--- src/rtl/pab_pkg.sv ---
package pab_pkg;

    typedef enum logic [1:0] {
        ST_INIT,
        ST_IDLE,
        ST_ARM,
        ST_RUN
    } pab_state_e;

endpackage

--- src/rtl/pab_seq.sv ---
module pab_seq
    import pab_pkg::*;
#(
    parameter int VOICES = 16,
    parameter int OPS    = 6,
    parameter int SW     = 7,
    parameter int OPW    = 3,
    parameter int VW     = 4
) (
    input  logic           clk,
    input  logic           rst,
    input  logic           sync_i,
    output logic           ready_o,
    output logic           run_o,
    output logic           init_o,
    output logic           last_o,
    output logic [OPW-1:0] op_o,
    output logic [VW-1:0]  voice_o,
    output logic           mem_we_o,
    output logic [SW-1:0]  mem_addr_o
);
    localparam int SLOTS = VOICES * OPS;

    pab_state_e     state_q, state_d;
    logic [SW-1:0]  sweep_q;
    logic [OPW-1:0] op_q;
    logic [VW-1:0]  voice_q;
    logic           last_slot;
    logic           sweep_end;

    assign last_slot = (op_q == '0) && (voice_q == VW'(VOICES - 1));
    assign sweep_end = (sweep_q == SW'(SLOTS - 1));

    // State register
    always_ff @(posedge clk) begin
        if (rst) state_q <= ST_INIT;
        else     state_q <= state_d;
    end

    // Transitions
    always_comb begin
        state_d = state_q;
        unique case (state_q)
            ST_INIT: if (sweep_end) state_d = ST_IDLE;
            ST_IDLE: if (sync_i)    state_d = ST_ARM;
            ST_ARM:                 state_d = ST_RUN;
            ST_RUN:  if (last_slot) state_d = ST_IDLE;
            default:                state_d = ST_INIT;
        endcase
    end

    // Counters
    always_ff @(posedge clk) begin
        if (rst) begin
            sweep_q <= '0;
            op_q    <= '0;
            voice_q <= '0;
        end else begin
            unique case (state_q)
                ST_INIT: sweep_q <= sweep_q + SW'(1);
                ST_ARM: begin
                    op_q    <= OPW'(OPS - 1);
                    voice_q <= '0;
                end
                ST_RUN: begin
                    if (voice_q == VW'(VOICES - 1)) begin
                        voice_q <= '0;
                        op_q    <= op_q - OPW'(1);
                    end else begin
                        voice_q <= voice_q + VW'(1);
                    end
                end
                default: ;
            endcase
        end
    end

    // Outputs
    always_comb begin
        ready_o    = 1'b0;
        run_o      = 1'b0;
        init_o     = 1'b0;
        mem_we_o   = 1'b0;
        mem_addr_o = SW'(op_q) * SW'(VOICES) + SW'(voice_q);
        unique case (state_q)
            ST_INIT: begin
                init_o     = 1'b1;
                mem_we_o   = 1'b1;
                mem_addr_o = sweep_q;
            end
            ST_IDLE: ready_o = 1'b1;
            ST_RUN: begin
                run_o    = 1'b1;
                mem_we_o = 1'b1;
            end
            default: ;
        endcase
    end

    assign last_o  = run_o && last_slot;
    assign op_o    = op_q;
    assign voice_o = voice_q;

endmodule

--- src/rtl/pab_mem.sv ---
module pab_mem #(
    parameter int DEPTH = 96,
    parameter int AW    = 7,
    parameter int DW    = 24
) (
    input  logic          clk,
    input  logic          we,
    input  logic [AW-1:0] addr,
    input  logic [DW-1:0] wdata,
    output logic [DW-1:0] rdata
);
    logic [DW-1:0] store [DEPTH];

    always_ff @(posedge clk) begin
        if (we) store[addr] <= wdata;
    end

    assign rdata = store[addr];

endmodule

--- src/rtl/pab_dp.sv ---
module pab_dp #(
    parameter int PW  = 24,
    parameter int OPW = 3,
    parameter int VW  = 4
) (
    input  logic           clk,
    input  logic           rst,
    input  logic           init_i,
    input  logic           run_i,
    input  logic           last_i,
    input  logic           ksync_i,
    input  logic [PW-1:0]  freq_i,
    input  logic [PW-1:0]  offs_i,
    input  logic [PW-1:0]  rdata_i,
    input  logic [OPW-1:0] op_i,
    input  logic [VW-1:0]  voice_i,
    output logic [PW-1:0]  wdata_o,
    output logic           vld_o,
    output logic [PW-1:0]  phase_o,
    output logic [OPW-1:0] op_o,
    output logic [VW-1:0]  voice_o,
    output logic           done_o
);
    logic [PW-1:0] accum;

    assign accum   = (ksync_i) ? '0 : rdata_i + freq_i;
    assign wdata_o = (init_i) ? '0 : accum;

    always_ff @(posedge clk) begin
        if (rst) begin
            vld_o  <= 1'b0;
            done_o <= 1'b0;
        end else begin
            vld_o  <= run_i;
            done_o <= last_i;
        end
    end

    always_ff @(posedge clk) begin
        if (run_i) begin
            phase_o <= accum + offs_i;
            op_o    <= op_i;
            voice_o <= voice_i;
        end
    end

endmodule

--- src/rtl/phase_accum_bank.sv ---
module phase_accum_bank #(
    parameter int VOICES = 16,
    parameter int OPS    = 6,
    parameter int PW     = 24,
    localparam int SLOTS = VOICES * OPS,
    localparam int SW    = $clog2(SLOTS),
    localparam int OPW   = $clog2(OPS),
    localparam int VW    = $clog2(VOICES)
) (
    input  logic           clk,
    input  logic           rst,
    input  logic           sync_i,
    input  logic [PW-1:0]  freq_i,
    input  logic [PW-1:0]  offs_i,
    input  logic           ksync_i,
    output logic           ready_o,
    output logic           slot_req_o,
    output logic [OPW-1:0] slot_op_o,
    output logic [VW-1:0]  slot_voice_o,
    output logic           phase_vld_o,
    output logic [PW-1:0]  phase_o,
    output logic [OPW-1:0] phase_op_o,
    output logic [VW-1:0]  phase_voice_o,
    output logic           done_o
);
    logic          init_w;
    logic          last_w;
    logic          we_w;
    logic [SW-1:0] addr_w;
    logic [PW-1:0] rdata_w;
    logic [PW-1:0] wdata_w;

    pab_seq #(
        .VOICES(VOICES), .OPS(OPS), .SW(SW), .OPW(OPW), .VW(VW)
    ) u_seq (
        .clk        (clk),
        .rst        (rst),
        .sync_i     (sync_i),
        .ready_o    (ready_o),
        .run_o      (slot_req_o),
        .init_o     (init_w),
        .last_o     (last_w),
        .op_o       (slot_op_o),
        .voice_o    (slot_voice_o),
        .mem_we_o   (we_w),
        .mem_addr_o (addr_w)
    );

    pab_mem #(.DEPTH(SLOTS), .AW(SW), .DW(PW)) u_mem (
        .clk   (clk),
        .we    (we_w),
        .addr  (addr_w),
        .wdata (wdata_w),
        .rdata (rdata_w)
    );

    pab_dp #(.PW(PW), .OPW(OPW), .VW(VW)) u_dp (
        .clk     (clk),
        .rst     (rst),
        .init_i  (init_w),
        .run_i   (slot_req_o),
        .last_i  (last_w),
        .ksync_i (ksync_i),
        .freq_i  (freq_i),
        .offs_i  (offs_i),
        .rdata_i (rdata_w),
        .op_i    (slot_op_o),
        .voice_i (slot_voice_o),
        .wdata_o (wdata_w),
        .vld_o   (phase_vld_o),
        .phase_o (phase_o),
        .op_o    (phase_op_o),
        .voice_o (phase_voice_o),
        .done_o  (done_o)
    );

endmodule

--- config.mk ---
export PLATFORM = sky130hd
export DESIGN_NAME = phase_accum_bank
export DESIGN_NICKNAME = d
export VERILOG_FILES = /design/src/rtl/pab_pkg.sv /design/src/rtl/pab_seq.sv /design/src/rtl/pab_mem.sv /design/src/rtl/pab_dp.sv /design/src/rtl/phase_accum_bank.sv
export SDC_FILE = /design/constraint.sdc
export NUM_CORES = 2
export LEC_CHECK = 0
export BUFFER_PORTS_ARGS = -buffer_cell sky130_fd_sc_hd__buf_2
export CAP_MARGIN = 15
export CORE_ASPECT_RATIO = 2
export CORE_MARGIN = 2
export CORE_UTILIZATION = 45
export CTS_BUF_LIST = sky130_fd_sc_hd__clkbuf_4
export DETAILED_ROUTE_END_ITERATION = 12
export MAX_ROUTING_LAYER = met4
export PLACE_DENSITY_LB_ADDON = 0.08
export SLEW_MARGIN = 20
export SYNTH_ARGS = -nofsm -noshare
export SYNTH_HDL_FRONTEND = slang
export SYNTH_SLANG_ARGS = --single-unit
--- constraint.sdc ---
create_clock -name clk -period 21 [get_ports clk]
set_input_delay 4.2 -clock clk [delete_from_list [all_inputs] [get_ports clk]]
set_output_delay 4.2 -clock clk [all_outputs]
set_load 0.02 [all_outputs]
# == Word level (Yosys, flattened, before mapping) ==
# Memory sizes are Yosys's and may differ from the RTL's.
# Index checks and enable logic that the tools add are counted.
# op_classes
addsub,6
eq_ne,9
n_mux,17
n_reduce_logical,8
# op_table
operator,count
24-bit adder,2
24-bit two-way mux,2
2-bit one-hot mux with 4 select lines,1
4-bit one-hot mux with 2 select lines,1
"7-bit by 1-bit adder with 7-bit output, second input constant",1
7-bit by 4-bit adder with 7-bit output,1
"7-bit equality test, second input constant",1
7-bit two-way mux,1
1-bit two-way mux,6
2-bit two-way mux,3
"2-bit by 1-bit inequality test with 1-bit output, second input constant",3
3-bit one-hot mux with 2 select lines,1
"4-bit by 1-bit adder with 4-bit output, second input constant",1
"2-bit equality test, second input constant",2
"4-bit equality test, second input constant",1
4-bit two-way mux,1
3-bit logical NOT,1
3-bit two-way mux,1
3-bit AND reduction,1
"3-bit by 1-bit subtractor with 3-bit output, second input constant",1
"2-bit by 1-bit equality test with 1-bit output, second input constant",1
1-bit logical AND,2
2-bit logical NOT,1
"2-bit inequality test, second input constant",1
other kinds (3),3
# totals
reg_bits,49
ramBits,2304
input_bits,52
out_inout_bits,42
wordCells,50
memories,1
# mem_list
name,words,width,rd,rd_ports_with_merged_regs,wr,line_no,source
u_mem.store,96,24,1,0,1,pab_mem.sv:12,logic [DW-1:0] store [DEPTH];

# == Depth between registers and ports, before layout ==
# An unclocked memory read counts as a cell.
# logic_depth
depth_word,6
ltp_mapped,38
ltp_nobuf,35

# == Modules after synthesis ==
# A second synthesis with hierarchy kept.
# hier_totals
hier_cells,4960
hier_area_um2,93641.1
# by_module_without_submodules
module,instances,cells_each,area_each_um2
pab_mem,1,4456,89139.2
pab_dp,1,399,3577.2
pab_seq,1,105,924.6

# == Least setup slack after synthesis ==
# No wires, ideal clock.
# synth_timing
path_type,input-to-reg
start,input port freq_i[0]
end,memory u_mem.store[0][16] (data pin)
setup_time_ns,1.189
arrival_ns,11.221
t_required_ns,19.811
slack_ns,8.591
cell_stages,13
n_path_buf,0
path_cell_list,ha_1 > inv_1 > fa_1 > nor2b_1 > o21ai_0 > a21boi_0 > o21ai_0 > a21oi_1 > o21ai_1 > a21boi_0 > o21ai_0 > nor3b_1 > nor4_1
# synth_via
elab_chain_len,3
# synth_rtl
element,line_no,source
start: declaration,phase_accum_bank.sv:13,"input logic [PW-1:0] freq_i,"
24-bit adder,pab_dp.sv:26,assign accum = (ksync_i) ? '0 : rdata_i + freq_i;
24-bit two-way mux,pab_dp.sv:26,
24-bit two-way mux,pab_dp.sv:27,assign wdata_o = (init_i) ? '0 : accum;
named net u_dp.wdata_o[16],pab_dp.sv:17,"output logic [PW-1:0] wdata_o,"
end: declaration,pab_mem.sv:12,
# The timed path passes the listed nets, and every way through them passes these cells.

# == Worst setup path after layout ==
# layout_timing
start,register u_seq.state_q[0]
end,register u_dp.phase_o[23] (data pin)
# layout_via
elab_chain_len,6
# layout_rtl
element,line_no,source
start: declaration,pab_seq.sv:24,"pab_state_e state_q, state_d;"
start signal: assignment,pab_seq.sv:37,else state_q <= state_d;
2-bit logical NOT,pab_seq.sv:85,unique case (state_q)
7-bit two-way mux,pab_seq.sv:85,
memory read 96 x 24 bit,--,
24-bit adder,pab_dp.sv:26,
24-bit two-way mux,pab_dp.sv:26,
24-bit adder,pab_dp.sv:41,phase_o <= accum + offs_i;
end signal: assignment,pab_dp.sv:41,
end: declaration,pab_dp.sv:19,"output logic [PW-1:0] phase_o,"
# Every way passes these cells.
# A chain may end at the register's enable or synchronous reset.

==> run_results.csv <==
group,metric,value,unit
status,status,"finished clean",
place,portBuffers,93,
global_routing,grt_pass1_vias,56100,
clock_tree,clk_latency,1.35,ns
logic_synthesis,synthArstFlopShare,0,
timing,setup_viol,0,
place,dpl-instance-area,92800,sq um
logic_synthesis,synth_cell_types,85,
timing,tightest_slew,1.26,ns
routing,antenna_left,0,
critical_path,criticalPathCategory,"reg -> reg",
pwr,power.density,96.9,nW/um^2
critical_path,startpoint_type,"flop",
floorplanning,ios,94,
pwr,max-vdd-ir-drop,45.1,uV
clock_tree,post-cts-setup-buffer-count,0,
clock_tree,numCtsBuffers,526,
global_routing,grt_max_degree,97,
critical_path,cp_top_family,"compound AO/OA/AOI/OAI gates",
logic_synthesis,syn_area_per_cell,16.9,sq um
hold_path,min_path_type,"reg -> reg",
critical_path,end_kind,"flop",
routing,drt_wl_total,317000,um
clock_tree,cts_root_buf,"clkbuf_4",
logic_synthesis,synth_edf_count,2335,
timing,fmax,0.0861,GHz
routing,drcViolationCount,0,
timing,maxSlewHeadroom,0.154,
timing,hold_violations,0,
logic_synthesis,synth_cells,5202,
timing,final.setup.tns,0,ns
clock_tree,clock_sinks,2353,
timing,timing.final.max_slew_violations,0,
global_routing,grt_util_all_layers,0.322,
routing,via_count,56100,
place,dp.cells,7718,
clock_tree,cts_tree,"yes",
routing,viasPerCell,6.51,
logic_synthesis,yosys_warnings,0,
critical_path,slowest_stage,"o22ai_1",
clock_tree,clk_pin_slew,0.07,ns
floorplanning,rows,229,
floorplanning,core_area,195000,sq um
place,gp_congestion,0.925,
pwr,leakage,35.6,nW
floorplanning,die_area,200000,sq um
floorplanning,fp.dieH,630,um
timing,finalClockSkew,0.151,ns
logic_synthesis,ys_ff_latch,2353,
routing,drt-pass1-iter-count,5,
logic_synthesis,synth_area,88100,sq um
clock_tree,cts_buffer_depth,4,
global_routing,grt_pass1_wl,432000,um
place,place_hpwl,177000,um
critical_path,critPathMaxStageDelay,0.98,ns
clock_tree,htreeDepth,6,
routing,drt_iter0_markers,5917,
logic_synthesis,synth_ff_type,"edfxtp_1",
clock_tree,ctsHoldBuffers,0,
timing,post-route-min-period,11.62,ns
job,maxCapViolations,0,
pwr,power,9.64,mW
timing,rsz0062_at_grt,"false",
timing,period_share,0.553,
clock_tree,cts_resized,0,
critical_path,worstPathArrival,12.63,ns
final_layout,final_net_count,5823,
critical_path,crit_fanout,82,
timing,hold-worst-slack,0.549,ns
floorplanning,start_util,0.453,
routing,wl_per_cell,36.8,um
logic_synthesis,synth.net_count,5312,
global_routing,antenna_found_initial,14,
critical_path,crit_buf_inv,4,
critical_path,crit_required,22.02,ns
final_layout,post-route-cell-area,99500,sq um
final_layout,area_delta_synth_final,12.9,%
final_layout,layout.cells.non_filler,8621,
floorplanning,die_w,317,um
logic_synthesis,synth_seq_area_share,0.800,
final_layout,drive_gt1_frac,0.220,
global_routing,gr-total-overflow,0,
## metrics by stage
step,util,worst slack [ns]
after detailed placement,0.477,9.80
after global placement,0.476,9.77
after global routing,0.511,9.06
final,0.511,9.38
after floorplan,-,8.59
after CTS,0.510,9.78
## layout make-up
cell class | count | area [sq um]
fillers | 16300 | 95100
diodes | 10 | 25.0
clock inverters | 135 | 866
clock buffers | 750 | 5630
repair buffers | 333 | 2560
well taps | 2541 | 3180
flip-flops and latches | 2353 | 70500
inverters | 22 | 82.6
multi-input cells | 2477 | 16600
## final timing paths
kind | to | slack (ns) | start | cells past startpoint
worst max-delay path | u_dp.phase_o[23] | 9.38 | u_seq.state_q[0] | 32
worst min-delay path | u_seq.state_q[0] | 0.55 | u_seq.state_q[0] | 2
worst max register to register | u_dp.phase_o[23] | 9.38 | u_seq.state_q[0] | 32
worst min register to register | u_seq.state_q[0] | 0.55 | u_seq.state_q[0] | 2
## placed cells by master (no fill, tap or decap), types with 22 or more instances in the layout
cell	n
a2111oi_0	23
nand2_1	161
o22a_1	35
nand3_1	43
nor3_1	50
nor2_1	139
buf_4	216
nor2_2	81
clkinv_1	82
nor4_1	129
buf_12	22
xnor2_1	30
o221ai_1	165
clkbuf_4	750
edfxtp_1	2335
buf_2	93
o21ai_0	68
a211oi_1	22
or4_1	22
inv_1	22
o22ai_1	934
a31oi_1	29
a21oi_1	121
ha_1	54
## state kept, by name (all words and copies together), names as in the netlist
| name | flops |
|---|---|
| u_dp.voice_o | 4 |
| u_seq.state_q | 2 |
| u_seq.op_o | 3 |
| u_seq.sweep_q | 7 |
| u_dp.op_o | 3 |
| u_dp.vld_o | 1 |
| u_seq.voice_o | 4 |
| u_dp.done_o | 1 |
| u_mem.store | 2304 |
| u_dp.phase_o | 24 |
## synthesized netlist by cell type (18+ instances only)
cell type	number	area share
a2111oi_0	31	0.0031
a211oi_1	23	0.0020
a21oi_1	121	0.0069
a311oi_1	18	0.0018
a31oi_1	29	0.0021
and2_1	19	0.0013
and3_1	18	0.0013
buf_1	29	0.0012
buf_2	204	0.012
buf_4	26	0.0022
clkbuf_1	87	0.0037
dfxtp_1	18	0.0041
edfxtp_1	2335	0.80
ha_1	56	0.0080
inv_1	22	0.00094
nand2_1	165	0.0070
nand3_1	43	0.0024
nor2_1	236	0.010
nor3_1	56	0.0032
nor4_1	140	0.0099
o211ai_1	18	0.0015
o21ai_0	69	0.0039
o221ai_1	165	0.016
o22a_1	35	0.0035
o22ai_1	934	0.066
or4_1	22	0.0019
xnor2_1	30	0.0030
## power by group
group	total, mW	internal [mW]	switching (mW)	leakage [nW]
clock network	3.54	1.77	1.78	3.87
logic	0.969	0.303	0.665	6.68
registers	5.13	5.12	0.00652	25.0
## per-layer routing
metal / part of all wire / vias to the layer above / GRT usage
met4: 0.076 / 0 / 0.207
met5: 0 / - / -
met2: 0.50 / 3038 / 0.535
met3: 0.070 / 873 / 0.0435
met1: 0.35 / 29100 / 0.364
li1: - / 23100 / -
## kinds of logic (layout without fill, tap and decap cells)
kind of cell,after synthesis,count (layout),share of synthesized area
simple gates,780,780,0.0439
fa+ha+maj,59,59,0.00852
mux,29,29,0.00366
compound gates,1564,1564,0.119
flops,2353,2353,0.800
other cells,0,10,0
xor+xnor,45,45,0.00471
buf+inv,372,1240,0.0202
## worst min-delay path: stages, from the launching register on
cell	delay [ns]
dfxtp_1	0.37
nand2_1	0.08
a21oi_1	0.06
(Power assumes the default switching activity.)
